==> src/rtl/pfl_pkg.sv <==
package pfl_pkg;

  typedef enum logic [2:0] {
    D_IDLE,
    D_UNL1,
    D_UNL2,
    D_PRGDAT,
    D_ESETUP,
    D_EUNL1,
    D_EUNL2
  } dec_st_t;

  typedef enum logic [2:0] {
    E_IDLE,
    E_PROG,
    E_PRE,
    E_WAIT,
    E_CLR
  } eng_st_t;

  localparam logic [7:0] K_UNLOCK_A    = 8'hAA;
  localparam logic [7:0] K_UNLOCK_B    = 8'h55;
  localparam logic [7:0] K_PROG        = 8'hA0;
  localparam logic [7:0] K_ERASE_SETUP = 8'h80;
  localparam logic [7:0] K_ERASE_GO    = 8'h30;
  localparam logic [7:0] K_ABORT       = 8'hF0;
  localparam logic [7:0] BYTE_ERASED   = 8'hFF;
  localparam logic [7:0] BYTE_ZERO     = 8'h00;

  localparam int          UNLK_AW  = 11;
  localparam logic [10:0] ADR_KEY1 = 11'h555;
  localparam logic [10:0] ADR_KEY2 = 11'h2AA;

endpackage

==> src/rtl/pfl_engine.sv <==
module pfl_engine
  import pfl_pkg::*;
#(
  parameter int ADDR_W    = 12,
  parameter int SECT_W    = 10,
  parameter int PROG_CYC  = 16,
  parameter int ERASE_CYC = 16
) (
  input  logic              clk,
  input  logic              rst,
  input  logic              start_prog,
  input  logic              start_erase,
  input  logic [ADDR_W-1:0] op_addr,
  input  logic [7:0]        op_data,
  input  logic [7:0]        rd_q,
  output logic              busy,
  output logic              is_erase,
  output logic              poll_bit,
  output logic              mem_we,
  output logic [ADDR_W-1:0] mem_addr,
  output logic [7:0]        mem_wdata
);
  localparam int CNT_MAX = (PROG_CYC > ERASE_CYC) ? PROG_CYC : ERASE_CYC;
  localparam int CNT_W   = $clog2(CNT_MAX + 1);
  localparam int SEC_W   = ADDR_W - SECT_W;

  eng_st_t           st;
  logic [CNT_W-1:0]  cnt;
  logic [SECT_W-1:0] ofs;
  logic [SEC_W-1:0]  sec_r;
  logic [ADDR_W-1:0] addr_r;
  logic [7:0]        data_r;

  assign busy     = (st != E_IDLE);
  assign is_erase = (st == E_PRE) || (st == E_WAIT) || (st == E_CLR);
  assign poll_bit = is_erase ? 1'b1 : data_r[7];

  always_comb begin
    mem_addr  = {sec_r, ofs};
    mem_we    = 1'b0;
    mem_wdata = BYTE_ERASED;
    case (st)
      E_PROG: begin
        mem_addr  = addr_r;
        mem_we    = (cnt == '0);
        mem_wdata = rd_q & data_r;
      end
      E_PRE: begin
        mem_we    = 1'b1;
        mem_wdata = BYTE_ZERO;
      end
      E_CLR: begin
        mem_we    = 1'b1;
        mem_wdata = BYTE_ERASED;
      end
      default: ;
    endcase
  end

  always_ff @(posedge clk) begin
    if (rst) begin
      st     <= E_IDLE;
      cnt    <= '0;
      ofs    <= '0;
      sec_r  <= '0;
      addr_r <= '0;
      data_r <= '0;
    end else begin
      case (st)
        E_IDLE: begin
          if (start_prog) begin
            addr_r <= op_addr;
            data_r <= op_data;
            cnt    <= CNT_W'(PROG_CYC - 1);
            st     <= E_PROG;
          end else if (start_erase) begin
            sec_r <= op_addr[ADDR_W-1:SECT_W];
            ofs   <= '0;
            st    <= E_PRE;
          end
        end
        E_PROG: begin
          if (cnt == '0) st <= E_IDLE;
          else           cnt <= cnt - 1'b1;
        end
        E_PRE: begin
          ofs <= ofs + 1'b1;
          if (&ofs) begin
            cnt <= CNT_W'(ERASE_CYC - 1);
            st  <= E_WAIT;
          end
        end
        E_WAIT: begin
          if (cnt == '0) st <= E_CLR;
          else           cnt <= cnt - 1'b1;
        end
        E_CLR: begin
          ofs <= ofs + 1'b1;
          if (&ofs) st <= E_IDLE;
        end
        default: st <= E_IDLE;
      endcase
    end
  end
endmodule

==> config.mk <==
export PLATFORM = sky130hd
export DESIGN_NAME = pfl_engine
export DESIGN_NICKNAME = d
export VERILOG_FILES = /design/src/rtl/pfl_pkg.sv /design/src/rtl/pfl_engine.sv
export SDC_FILE = /design/constraint.sdc
export NUM_CORES = 1
export LEC_CHECK = 0
export ABC_AREA = 1
export BUFFER_PORTS_ARGS = -buffer_cell sky130_fd_sc_hd__buf_2
export CORE_MARGIN = 5
export CORE_UTILIZATION = 35
export CTS_CLUSTER_DIAMETER = 40
export DETAILED_ROUTE_END_ITERATION = 8
export HOLD_SLACK_MARGIN = 0.06
export SETUP_SLACK_MARGIN = 0.05
export SYNTH_ARGS = -nofsm -noshare
export SYNTH_HDL_FRONTEND = slang
export SYNTH_SLANG_ARGS = --single-unit
==> constraint.sdc <==
create_clock -name clk -period 1.4 [get_ports clk]
set_input_delay 0.21 -clock clk [delete_from_list [all_inputs] [get_ports clk]]
set_output_delay 0.21 -clock clk [all_outputs]
set_load 0.01 [all_outputs]
==> flow_summary.ini <==
[layout]
fin_cells = 466
final_cell_mix = nand2_1, buf_2, dfxtp_1
postLayoutCellArea_um2 = 2920
layout-drive-gt1-share_pct = 37.6
area_growth_pct = 39.7
layout_commonest_cell = nand2_1
layout.nets = 424
fillers = 606
antenna_cells = 0

[detailed_routing]
drt_iter0_markers = 130
highest_layer = met4
route.detailed.drc = 0
avgRoutedWirePerCell_um = 12.9
viasPerCell = 4.88
wl_met1_mm = 2.50
firstDrtPassIters = 5
postRouteAntennaNets = 0
route.met3.wl_um = 284
wirelength_mm = 6.00
wl_met2_mm = 3.13
vias = 2275

[setup_path]
critPathCaptureType = output pin
timing.rr.end = ofs[8]$_SDFFE_PP0P_
worstSetupStartpointType = flip-flop
cp_max_fo = 21
criticalPathCategory = flip-flop to output pin
ff2ff_setup_slack_ns = 0.03
arrival_ns = 1.32
rr_worst_depth = 9
r2r-start = st[0]$_SDFFE_PP0P_
critPathRequiredTime_ns = 1.19

[floorplanning]
die-width_um = 87.3
rows = 28
io_pins = 56
die_height_um = 87.3
dieArea_um2 = 7630
start_util_pct = 35.8
core-area_um2 = 5850

[sta]
fmax_mhz = 654
tns_ns = -2.23
final-setup-viol-count = 21
holdWs_ns = 0.183
finalWorstSetupSlack_ns = -0.129
relSlewSlack_pct = 74.6
period_share_pct = 109
skew_ns = 0.00632
slew_viol_final = 0
fin_crit_ns = 1.53
tightestPinTransition_ns = 0.381
rsz0062_at_grt = true
finalHoldViolCount = 0

[global_route]
grt_use_total_pct = 15.9
antenna_found_initial = 0
grt_pass1_wl_mm = 9.69
grt_pass1_vias = 2133
overflow = 0
grt_start_max_net_pins = 34

[yosys]
synth_edf_count = 0
synth_cells = 309
yosysWarnings = 0
async_flop_share_pct = 0
synth.yosys.seq_area_share_pct = 38.3
synthFlopType = dfxtp_1
syn_area_per_cell_um2 = 6.77
ys_types = 25
synth_nets = 343
synth.ff_latch_count = 40
syn_area_um2 = 2090

[place]
gp_congestion = 0.800
dp_hpwl_mm = 4.30
io_buffer_count = 55
dpl_cell_area_um2 = 2590
dp_cells = 453

[clocking]
cts_buffers = 5
clockBufferDepth = 2
clock_sinks = 40
clkLatencyLatePin_ns = 0.29
clk_pin_slew_ns = 0.07
root_buffer = clkbuf_8
htree_levels = 2
cts_tree = built

[min_path]
hold_end = addr_r[6]$_SDFFE_PP0P_
min-delay-path-class = input port to flip-flop
holdPathStages = 3
hold_start = op_addr[6]

[power_and_ir_drop]
ir_worst_vdd_mv = 0.997
power_per_cell_area_nw_per_um2 = 1770
p_leak_nw = 1.29
total_power_mw = 5.17

[outcome]
outcome = finished, violations left
violations = setup timing

[flow_run]
drv_cap = 0
## registers in the layout, summed over array words and instances, names as in the netlist
signal / count
addr_r: 12
cnt: 5
data_r: 8
ofs: 10
sec_r: 2
st: 3
## power by group
| part | switching (mW) | internal [mW] |
|---|---|---|
| Combinational | 1.75 | 1.15 |
| Clock | 0.381 | 0.402 |
| Sequential | 0.107 | 1.39 |
| Total | 2.23 | 2.94 |
## cell families after synthesis
family / after synthesis / synth area share (%)
AOI/OAI and AO/OA: 73 / 17.6
xor gates and xnor gates: 1 / 0.418
adders and majority gates: 2 / 1.20
buffers and inverters: 50 / 10.4
DFF: 40 / 38.3
and+or+nand+nor: 143 / 32.2
## cell usage after synthesis, types with 5 or more instances
| library cell | n | area, um^2 |
|---|---|---|
| a21oi_1 | 34 | 170 |
| clkbuf_1 | 5 | 18.8 |
| dfxtp_1 | 40 | 801 |
| inv_1 | 34 | 128 |
| inv_2 | 5 | 18.8 |
| nand2_1 | 67 | 251 |
| nand2_4 | 5 | 56.3 |
| nand3_1 | 33 | 165 |
| nor2_1 | 21 | 78.8 |
| o21ai_0 | 24 | 120 |
| o21ai_1 | 14 | 70.1 |
## worst max-delay path, stage by stage, from the launching register on
cell	delay, ns
dfxtp_4	0.37
nor2_4	0.14
nand2_4	0.09
buf_12	0.17
o21ai_1	0.12
buf_2	0.15
## through the flow
stage	setup WS [ns]	utilization (%)
3_3_place_gp	0.0210	44.3
6_report	-0.129	50.0
4_1_cts	-0.140	47.6
5_1_grt	-0.211	50.0
3_5_place_dp	-0.00757	44.3
2_1_floorplan	0.0113	-
## repair_timing
action,4_1_cts,5_1_grt
hold buffers,0,0
resized for setup,34,32
buffers inserted,3,1
cloned,0,1
setup endpoints to repair,45,59
pin swaps,2,3
## worst max path at each step
stage / startpoint / end / slack (ns) / cells after the start
finish: st[2]$_SDFFE_PP0P_ / mem_addr[10] / -0.13 / 5
CTS: st[2]$_SDFFE_PP0P_ / mem_addr[0] / -0.14 / 5
detailed placement: st[0]$_SDFFE_PP0P_ / addr_r[11]$_SDFFE_PP0P_ / -0.008 / 7
floorplan: st[0]$_SDFFE_PP0P_ / mem_addr[2] / 0.01 / 5
global placement: st[0]$_SDFFE_PP0P_ / addr_r[11]$_SDFFE_PP0P_ / 0.02 / 7
global route: st[0]$_SDFFE_PP0P_ / mem_addr[11] / -0.21 / 6
## routing by layer
layer  global-route usage (%)  vias up
met5                        0        -
met4                     4.88        0
met3                     3.69        9
met2                     28.3       49
met1                     18.8     1047
li1                         -     1170
## final cells by class
class	count	area, um^2	share of cell area (%)
multi-input cells	220	1250	42.9
flip-flops and latches	40	808	27.6
repair buffers	83	522	17.8
inverters	40	155	5.31
well taps	75	93.8	3.21
clock buffers	8	90.1	3.08
Power figures use the tool's default switching activity.
